<file path="config.mk">
export PLATFORM = sky130hd
export DESIGN_NAME = sdram_cmd_tracker
export DESIGN_NICKNAME = d
export VERILOG_FILES = /design/src/rtl/sdr_pkg.sv /design/src/rtl/sdr_cmd_decode.sv /design/src/rtl/sdr_cke_ctrl.sv /design/src/rtl/sdr_bank_track.sv /design/src/rtl/sdram_cmd_tracker.sv
export SDC_FILE = /design/constraint.sdc
export NUM_CORES = 1
export LEC_CHECK = 0
export CELL_PAD_IN_SITES_DETAIL_PLACEMENT = 0
export CELL_PAD_IN_SITES_GLOBAL_PLACEMENT = 1
export CORE_MARGIN = 3
export CORE_UTILIZATION = 46
export DETAILED_ROUTE_END_ITERATION = 7
export DONT_BUFFER_PORTS = 1
export PLACE_DENSITY = 0.81
export REMOVE_ABC_BUFFERS = 1
export SLEW_MARGIN = 20
export SYNTH_ARGS = -nofsm -noshare
export SYNTH_HDL_FRONTEND = slang
export SYNTH_SLANG_ARGS = --single-unit
export TNS_END_PERCENT = 100
</file>
<file path="constraint.sdc">
create_clock -name clk -period 1.46 [get_ports clk]
set_input_delay 0.146 -clock clk [delete_from_list [all_inputs] [get_ports clk]]
set_output_delay 0.146 -clock clk [all_outputs]
set_load 0.1 [all_outputs]
</file>
<file path="src/rtl/sdr_pkg.sv">
package sdr_pkg;
  localparam int NUM_BANKS = 2;

  typedef enum logic [3:0] {
    CMD_NONE  = 4'd0,
    CMD_DESEL = 4'd1,
    CMD_NOP   = 4'd2,
    CMD_ACT   = 4'd3,
    CMD_RD    = 4'd4,
    CMD_WR    = 4'd5,
    CMD_PRE   = 4'd6,
    CMD_REF   = 4'd7,
    CMD_MRS   = 4'd8,
    CMD_OTHER = 4'd9
  } cmd_e;

  // column width from data organization
  function automatic int col_width(input int dq_w);
    case (dq_w)
      4:       return 10;
      8:       return 9;
      default: return 8;
    endcase
  endfunction
endpackage

</file>
<file path="src/rtl/sdr_cmd_decode.sv">
module sdr_cmd_decode
  import sdr_pkg::*;
(
  input  logic cs_n,
  input  logic ras_n,
  input  logic cas_n,
  input  logic we_n,
  output cmd_e cmd
);
  always_comb begin
    if (cs_n) begin
      cmd = CMD_DESEL;
    end else begin
      case ({ras_n, cas_n, we_n})
        3'b111:  cmd = CMD_NOP;
        3'b011:  cmd = CMD_ACT;
        3'b101:  cmd = CMD_RD;
        3'b100:  cmd = CMD_WR;
        3'b010:  cmd = CMD_PRE;
        3'b001:  cmd = CMD_REF;
        3'b000:  cmd = CMD_MRS;
        default: cmd = CMD_OTHER;
      endcase
    end
  end
endmodule

</file>
<file path="src/rtl/sdr_cke_ctrl.sv">
module sdr_cke_ctrl (
  input  logic clk,
  input  logic rst_n,
  input  logic cke,
  input  logic idle_next,
  output logic accept,
  output logic suspended,
  output logic power_down
);
  logic cke_prev;
  logic pd_q;

  always_ff @(posedge clk) begin
    if (!rst_n) begin
      cke_prev <= 1'b1;
      pd_q     <= 1'b0;
    end else begin
      cke_prev <= cke;
      if (cke_prev) pd_q <= !cke && idle_next;
      else          pd_q <= pd_q && !cke;
    end
  end

  assign accept     = cke_prev;
  assign suspended  = !cke_prev;
  assign power_down = pd_q;
endmodule

</file>
<file path="src/rtl/sdr_bank_track.sv">
module sdr_bank_track
  import sdr_pkg::*;
#(
  parameter int BANK_ID = 0,
  parameter int ROW_W   = 11,
  parameter int COL_W   = 8
) (
  input  logic             clk,
  input  logic             rst_n,
  input  logic             accept,
  input  cmd_e             cmd,
  input  logic             ba,
  input  logic [ROW_W-1:0] addr,
  output logic             active,
  output logic             active_next,
  output logic [ROW_W-1:0] row,
  output logic [COL_W-1:0] col,
  output logic             err_hit
);
  localparam logic MY_BA  = 1'(BANK_ID);
  localparam int   AP_BIT = ROW_W - 1;

  logic sel;
  logic row_en;
  logic col_en;

  assign sel = (ba == MY_BA);

  always_comb begin
    active_next = active;
    row_en      = 1'b0;
    col_en      = 1'b0;
    err_hit     = 1'b0;
    if (accept) begin
      case (cmd)
        CMD_ACT: if (sel) begin
          if (active) err_hit = 1'b1;
          else begin
            active_next = 1'b1;
            row_en      = 1'b1;
          end
        end
        CMD_RD, CMD_WR: if (sel) begin
          if (active) col_en  = 1'b1;
          else        err_hit = 1'b1;
        end
        CMD_PRE: if (sel || addr[AP_BIT]) active_next = 1'b0;
        default: ;
      endcase
    end
  end

  always_ff @(posedge clk) begin
    if (!rst_n) begin
      active <= 1'b0;
      row    <= '0;
      col    <= '0;
    end else begin
      active <= active_next;
      if (row_en) row <= addr;
      if (col_en) col <= addr[COL_W-1:0];
    end
  end
endmodule

</file>
<file path="src/rtl/sdram_cmd_tracker.sv">
module sdram_cmd_tracker
  import sdr_pkg::*;
#(
  parameter int DQ_W  = 16,
  parameter int ROW_W = 11,
  parameter int COL_W = sdr_pkg::col_width(DQ_W)
) (
  input  logic                       clk,
  input  logic                       rst_n,
  input  logic                       cke,
  input  logic                       cs_n,
  input  logic                       ras_n,
  input  logic                       cas_n,
  input  logic                       we_n,
  input  logic                       ba,
  input  logic [ROW_W-1:0]           addr,
  output logic [3:0]                 cmd_code,
  output logic                       cmd_bank,
  output logic [NUM_BANKS-1:0]       bank_active,
  output logic [NUM_BANKS*ROW_W-1:0] rows,
  output logic [NUM_BANKS*COL_W-1:0] cols,
  output logic                       suspended,
  output logic                       power_down,
  output logic                       proto_err
);
  cmd_e                 cmd_dec;
  cmd_e                 cmd_q;
  logic                 accept;
  logic [NUM_BANKS-1:0] act_next;
  logic [NUM_BANKS-1:0] err_hit;
  logic                 bank_q;
  logic                 err_q;
  logic                 takes_bank;

  sdr_cmd_decode u_dec (
    .cs_n  (cs_n),
    .ras_n (ras_n),
    .cas_n (cas_n),
    .we_n  (we_n),
    .cmd   (cmd_dec)
  );

  sdr_cke_ctrl u_cke (
    .clk        (clk),
    .rst_n      (rst_n),
    .cke        (cke),
    .idle_next  (~|act_next),
    .accept     (accept),
    .suspended  (suspended),
    .power_down (power_down)
  );

  for (genvar g = 0; g < NUM_BANKS; g++) begin : g_bank
    sdr_bank_track #(
      .BANK_ID (g),
      .ROW_W   (ROW_W),
      .COL_W   (COL_W)
    ) u_bank (
      .clk         (clk),
      .rst_n       (rst_n),
      .accept      (accept),
      .cmd         (cmd_dec),
      .ba          (ba),
      .addr        (addr),
      .active      (bank_active[g]),
      .active_next (act_next[g]),
      .row         (rows[g*ROW_W +: ROW_W]),
      .col         (cols[g*COL_W +: COL_W]),
      .err_hit     (err_hit[g])
    );
  end

  always_comb begin
    case (cmd_dec)
      CMD_ACT, CMD_RD, CMD_WR, CMD_PRE, CMD_MRS: takes_bank = 1'b1;
      default:                                   takes_bank = 1'b0;
    endcase
  end

  always_ff @(posedge clk) begin
    if (!rst_n) begin
      cmd_q  <= CMD_NONE;
      bank_q <= 1'b0;
      err_q  <= 1'b0;
    end else begin
      cmd_q <= accept ? cmd_dec : CMD_NONE;
      if (accept && takes_bank) bank_q <= ba;
      err_q <= err_q | (|err_hit);
    end
  end

  assign cmd_code  = cmd_q;
  assign cmd_bank  = bank_q;
  assign proto_err = err_q;
endmodule

</file>
# Word level (Yosys, flattened, before mapping)
# Index checks and enable logic that the tools add are counted.
# classes
bitwise	2
reduce_logical	14
mux	32
n_eq_ne	11
# op_table
op	n
one-hot mux 4 bit (7 select lines)	1
2-to-1 mux 1 bit	26
equality test 4 x 3 -> 1 bit, second input constant	3
equality test 3 bit, second input constant	3
one-hot mux 1 bit (2 select lines)	4
equality test 3 x 2 -> 1 bit, second input constant	2
OR reduction 2 bit	3
OR reduction 5 bit	1
equality test 4 x 2 -> 1 bit, second input constant	1
equality test 4 bit, second input constant	1
2-to-1 mux 4 bit	1
equality test 3 x 1 -> 1 bit, second input constant	1
logical AND 1 bit	3
zero test 1 bit	3
zero test 3 bit	1
logical OR 1 bit	2
AND reduction 2 bit	1
NOT 1 bit	1
bitwise OR 1 bit	1
# totals
reg_bits	48
in_bits	19
out_inout_bits	48

# Depth between registers and ports, before layout
# Gate-level depths: netlist of the first run.
# logic_depth
word_depth	10
ltp_mapped	6
mapped_depth_nobuf	4

# Cells and area by module
# From an unflattened synthesis of the first run, not the netlist that was laid out.
# hier_totals
cells_unflattened	213
hier_area_um2	2026.9
# by_module_without_submodules
mod	instances	area_per_inst_um2	cells_per_inst
sdr_bank_track at g_bank[0].u_bank	1	843.3	88
sdr_bank_track at g_bank[1].u_bank	1	838.3	88
sdram_cmd_tracker	1	219.0	21
sdr_cke_ctrl	1	63.8	6
sdr_cmd_decode	1	62.6	10

# Least setup slack after synthesis of the first run
# Ideal clock, no wire load.
# synth_timing
path_kind	register to register
startpoint	reg g_bank[1].u_bank.col[0] (netlist name)
endpoint	reg g_bank[1].u_bank.col[0]
slack_ps	115
t_arrival_ps	1274
path_buffers	0
setup_time_ps	71
path_stages_with_launch	3
period_less_slack_ps	1345
t_required_ps	1389
path_cell_list	dfxtp_1 o21ai_0 a21boi_1
# synth_lines
element	line	rtl
end signal, assigned	sdr_bank_track.sv:61	if (col_en) col <= addr[COL_W-1:0];
end, declared	sdr_bank_track.sv:17	output logic [COL_W-1:0] col,

# Worst setup path in the final report of the first run
# layout_timing
startpoint	reg u_cke.cke_prev (netlist: u_cke.accept)
endpoint	reg g_bank[0].u_bank.row[9]
# layout_via
elab_chain_cells	1
# layout_lines
element	line	rtl
start, declared	sdr_cke_ctrl.sv:10	logic cke_prev;
start signal, assigned	sdr_cke_ctrl.sv:18	cke_prev <= cke;
2-to-1 mux 1 bit	sdr_bank_track.sv:34	if (accept) begin
end signal, assigned	sdr_bank_track.sv:60	if (row_en) row <= addr;
end, declared	sdr_bank_track.sv:16	output logic [ROW_W-1:0] row,
# No other way between the ends.
# A chain may end at the register's enable or synchronous reset.

==> reports/qor.txt, run 1 <==
Crit-path cells: and2b_2 > nand4_2 > buf_4 > mux2i_1 > nor2b_1
Die Span Y: 71.7 µm
Post-route cell area: 0.00263 mm²
CP max-delay cell: dfxtp_1
H-tree Lvls: 2
Fillers: 343
Drt pass-1 iters: 4
R2R setup slack: 0.16 ns
Final worst path period need: 1.30 ns
Synth Area in Adders: 0%
CTS clk-pin slew, worst paths: 0.08 ns
Number of global-route vias before repair: 1616
Final hold violation count: 0
Ant diodes: 0
Syn Inst Count: 192
TritonCTS Buffers: 5
Worst Path Arrival: 1.50 ns
Crit path largest cell delay: 0.41 ns
WHS: 0.00967 ns
Max Cap Violations: 0
Synth Area in XOR/XNOR: 0.883%
Commonest non-fill, non-tap cells in the layout: buf_4 (54), dfxtp_1 (48), nor2b_1 (33)
YS warnings: 0
Post-Syn Area: 0.00198 mm²
Starting density of the core: 48.5%
Status: complete, no violations
CTS tree: yes
Detail Placement HPWL: 3310 µm
Compound-Gate Fraction of Synth Area: 8.77%
Number of routed nets with antenna violations: 0
HP Class: in -> reg
Final core utilization: 64.3%
Main combinational cell family by area after synthesis: simple AND/OR/NAND/NOR gates
Synth-to-layout area growth: 32.5%
Drt wl/cell: 15.6 µm
DRC Markers: 0
Slew margin rel.: 64.1%
Synth cell types: 29
Die footprint: 0.00514 mm²
Placed cell area: 0.00237 mm²
I/O pin count: 67
Pins Over Slew Limit: 0
Number of synthesized register bits: 48
Port buffer count: 0
RSZ-0062 raised after global routing: false
Via Count: 1569
Final net count: 277
Worst Tran Pin Value: 0.539 ns
Pwr dens: 940 mW/mm²
Row cnt: 23
Worst-Skew Late Latency: 0.30 ns
CP max FO: 6
Fmax: 767 MHz
Final worst-path cycle share: 89.4%
Global-route wire length before repair: 7890 µm
Multiplexer share of the synthesized area: 16.2%
Skew final: 0.00932 ns
Drt via density: 5.08
Routability cong.: 0.773
Remaining Overflow, GRT: 0
Layout cell share with drive strength beyond 1: 25.9%
Total GRT Usage: 19.8%
Leakage: 1.30 nW
CTS Sinks: 48
Final Setup Violations: 0
Initial DRC Count: 107
Crit Path Category: reg -> reg
Sequential area share after synthesis: 48.5%
Commonest non-fill, non-tap cell in the layout: buf_4
Clock tree buffer depth: 2
Crit start category: flip-flop
Initial antenna violation count: 0
CP endpoint kind: flip-flop
Die X: 71.7 µm
Critical path required time: 1.65 ns
Total power: 2.47 mW
Area leader, netlist: dfxtp_1
Final WL: 4820 µm
Synthesized area per cell: 10.3 µm²
Top post-synthesis cells by area: dfxtp_1 (48%), mux2i_1 (16%), nor2b_1 (10%)
Root buf cell: clkbuf_8
Largest net degree at the start of global routing: 41
Simple-Gate Fraction of Synth Area: 20.9%
Yosys top cell area share: 48.5%
Core area: 0.00409 mm²
VDD IR max: 0.000625 V
cell type report:
class / count / area (µm²) / area share (%)
tap: 50 / 62.6 / 2.38
timing repair buffer: 71 / 571 / 21.7
inverter: 3 / 11.3 / 0.429
clock inverter: 1 / 7.51 / 0.286
clock buffer: 7 / 86.3 / 3.29
sequential: 48 / 961 / 36.6
multi-input combinational: 129 / 928 / 35.3
cell families (layout without fill, tap and decap cells):
family / Yosys count / after routing
and+or+nand+nor: 67 / 67
xor gates and xnor gates: 2 / 2
buffers and inverters: 15 / 82
DFF: 48 / 48
muxes: 32 / 32
AOI/OAI and AO/OA: 28 / 28
timing repair:
action | CTS | global route
endpoints found under the setup margin | 0 | 2
buffers inserted | 0 | 0
resized for setup | 0 | 1
hold buffers | 16 | 1
endpoints found under the hold margin | 44 | 1
sequential cells by signal (all words and copies together), names as in the netlist:
| name | cells |
|---|---|
| g_bank.u_bank.row | 22 |
| proto_err | 1 |
| g_bank.u_bank.col | 16 |
| u_cke.power_down | 1 |
| cmd_code | 4 |
| cmd_bank | 1 |
| u_cke.accept | 1 |
| g_bank.u_bank.active | 2 |
per-stage QoR:
step / setup TNS (ns) / worst slack [ns] / std cells
floorplan: -13.74 / -0.386 / 180
global placement: 0 / 0.202 / 284
detailed placement: 0 / 0.128 / 284
CTS: 0 / 0.00783 / 308
global route: 0 / 0.0626 / 309
finish: 0 / 0.155 / 309
routing by layer:
metal  vias to the layer above  track usage, %  share of wire (%)  routed length (µm)
met4                         0            8.35                1.6                  79
met2                        44            34.8                 54                2580
li1                        772               -                  -                   -
met3                         8            5.61                6.0                 287
met5                         -               0                  0                   0
met1                       745            22.3                 39                1870
worst max-delay path: cells and delay by family (launching register included):
family                 cells  cell delay, ns
buffers and inverters      1            0.19
muxes                      1            0.17
DFF                        1            0.41
and+or+nand+nor            3            0.43
power by group:
part	switching [mW]	internal (mW)
combinational	0.213	0.109
sequential	0.0116	1.33
clock	0.425	0.385
Yosys cell counts:
library cell  number
nand4_2            2
and2b_1            1
nor2b_4            1
nand2_1           13
xor2_1             2
a21oi_1            3
buf_2              1
o211ai_1           1
a21boi_0           2
nor3_1             1
o21a_1             1
nor2b_1           33
dfxtp_1           48
clkbuf_1           4
mux2i_1           32
nand3_1            1
nand4bb_1          2
nor2_8             1
inv_1              3
nor3b_1            1
nor2_1             6
nand2b_1           4
o21ai_0           11
buf_4              4
a21boi_1           8
a31oi_1            1
o21bai_1           1
nand4_1            1
buf_6              3
final timing paths:
| path | from | end | cells past startpoint |
|---|---|---|---|
| worst max-delay path | u_cke.accept | g_bank[0].u_bank.row[9] | 5 |
| worst min-delay path | rst_n | cmd_code[2] | 2 |
| worst max register to register | u_cke.accept | g_bank[0].u_bank.row[9] | 5 |
| worst min register to register | g_bank[1].u_bank.col[7] | g_bank[1].u_bank.col[7] | 2 |
No activity file was read; power rests on OpenSTA's default activity.
==> inputs of run 2 (changes only) <==
CORE_UTILIZATION = 40   (was 46)
PLACE_DENSITY = 0.72   (was 0.81)
==> run 2 against run 1 <==
Compared with the run above: the flow now finishes with violations (negative hold slack); largest cell class unchanged; combinational power hardly changed; core utilization down 6.7 points; register-to-register slack is essentially flat; final cell count grew 3.2%; worst setup slack got worse by 0.0049 ns; clock-buffer cell count is 2 lower; clock skew down 0.0012 ns; die area increased by 14%; sequential power is essentially flat; critical path depth unchanged.
==> reports/qor.txt, run 2 (synthesis results as in run 1) <==
Status: finished, violations left
Failing checks: negative hold slack
Drt wl/cell: 15.1 µm
Hold depth: 1
HP Class: in -> reg
Routability cong.: 0.702
Number of buffer and inverter stages on the critical path: 1
R2R setup slack: 0.15 ns
Die Span Y: 76.4 µm
Worst r2r path cells: 5
Final net count: 273
Slew margin rel.: 31.9%
Crit Path Category: reg -> reg
CP endpoint kind: flip-flop
VDD IR max: 0.000435 V
Global-route wire length before repair: 7670 µm
Layout cell share with drive strength beyond 1: 24.8%
Clock tree buffer depth: 2
I/O pin count: 67
Initial antenna violation count: 0
Crit Reg-Reg Startpoint: u_cke.accept
Post-CTS setup buffer count: 0
CTS tree: yes
Crit-path cells: and2b_1 > nand4_2 > buf_12 > mux2i_1 > nor2b_1
Detail Placement HPWL: 3180 µm
Largest net degree at the start of global routing: 36
Commonest non-fill, non-tap cells in the layout: buf_4 (50), dfxtp_1 (48), nor2b_1 (33)
CP max-delay cell: dfxtp_1
Skew final: 0.00810 ns
DP Worst Slack: 0.138 ns
Number of routed nets with antenna violations: 0
RR Endpoint: g_bank[0].u_bank.row[9]
Core area: 0.00456 mm²
Fillers: 414
Root buf cell: clkbuf_8
Drt pass-1 iters: 4
Final hold violation count: 2
Pins Over Slew Limit: 0
Max Cap Violations: 0
Ant diodes: 0
Final worst path period need: 1.31 ns
Fmax: 764 MHz
H-tree Lvls: 2
Die footprint: 0.00584 mm²
RSZ-0062 raised after global routing: false
Pwr dens: 917 mW/mm²
Critical path's top delay family: simple AND/OR/NAND/NOR gates
Total GRT Usage: 16.3%
CP max FO: 11
Commonest non-fill, non-tap cell in the layout: buf_4
DRC Markers: 0
Hold path start: rst_n
Port buffer count: 0
Drt via density: 4.85
Synth-to-layout area growth: 32.6%
Final worst-path cycle share: 89.7%
Initial DRC Count: 63
Leakage: 1.31 nW
Via Count: 1546
Final WL: 4820 µm
Starting density of the core: 43.4%
Top reg by flops: g_bank.u_bank.row
Die X: 76.4 µm
CTS Sinks: 48
TritonCTS Buffers: 5
Worst Path Arrival: 1.51 ns
Row cnt: 24
CTS clk-pin slew, worst paths: 0.09 ns
Remaining Overflow, GRT: 0
WHS: -0.00244 ns
Critical path required time: 1.66 ns
Max reg flops: 22
Hold EP: g_bank[1].u_bank.row[0]
Fin cells: 319
Placed cell count: 297
Crit path largest cell delay: 0.41 ns
Worst-Skew Late Latency: 0.30 ns
Number of global-route vias before repair: 1505
Final Setup Violations: 0
Final worst slack: 0.151 ns
Worst Tran Pin Value: 1.02 ns
Crit start category: flip-flop
run 2: cell type report:
class / instances / area [µm²] / area share, %
repair buffers: 67 / 568 / 21.6
well taps: 65 / 81.3 / 3.09
multi-input cells: 129 / 927 / 35.3
flip-flops and latches: 48 / 961 / 36.5
inverters: 3 / 11.3 / 0.428
clock inverters: 2 / 12.5 / 0.476
clock buffers: 5 / 68.8 / 2.62
run 2: metrics by stage:
step,area (µm²),util (%),setup TNS [ns],power [mW]
after floorplan,1900,-,-13.74,1.59
after global placement,2400,52.5,0,1.64
after detailed placement,2400,52.5,0,1.64
after CTS,2620,57.3,0,2.42
after global routing,2630,57.6,0,2.50
final,2630,57.6,0,2.41
run 2: what timing repair did:
action | 4_1_cts | 5_1_grt
hold buffers | 14 | 1
setup endpoints to repair | 0 | 11
hold endpoints to repair | 42 | 1
gates resized for setup | 0 | 1
run 2: worst max path at each step:
stage / start / to / slack, ns / cells past startpoint
global placement: u_cke.accept / g_bank[1].u_bank.row[1] / 0.21 / 5
global route: u_cke.accept / g_bank[1].u_bank.row[0] / 0.02 / 5
finish: u_cke.accept / g_bank[0].u_bank.row[9] / 0.15 / 5
floorplan: g_bank[0].u_bank.active / g_bank[0].u_bank.col[0] / -0.39 / 4
detailed placement: u_cke.accept / g_bank[0].u_bank.row[9] / 0.14 / 5
CTS: rst_n / u_cke.power_down / 0.01 / 3
run 2: routing by layer:
layer | routed length, µm | vias up | GRT usage (%)
met3 | 319 | 4 | 4.61
met5 | 0 | - | 0
li1 | - | 765 | -
met2 | 2320 | 47 | 27.7
met1 | 2150 | 730 | 20.0
met4 | 36 | 0 | 4.89
run 2: report_power, final:
part	internal (mW)	switching, mW	total [mW]
sequential	1.33	0.0107	1.34
clock	0.325	0.428	0.753
combinational	0.108	0.211	0.319
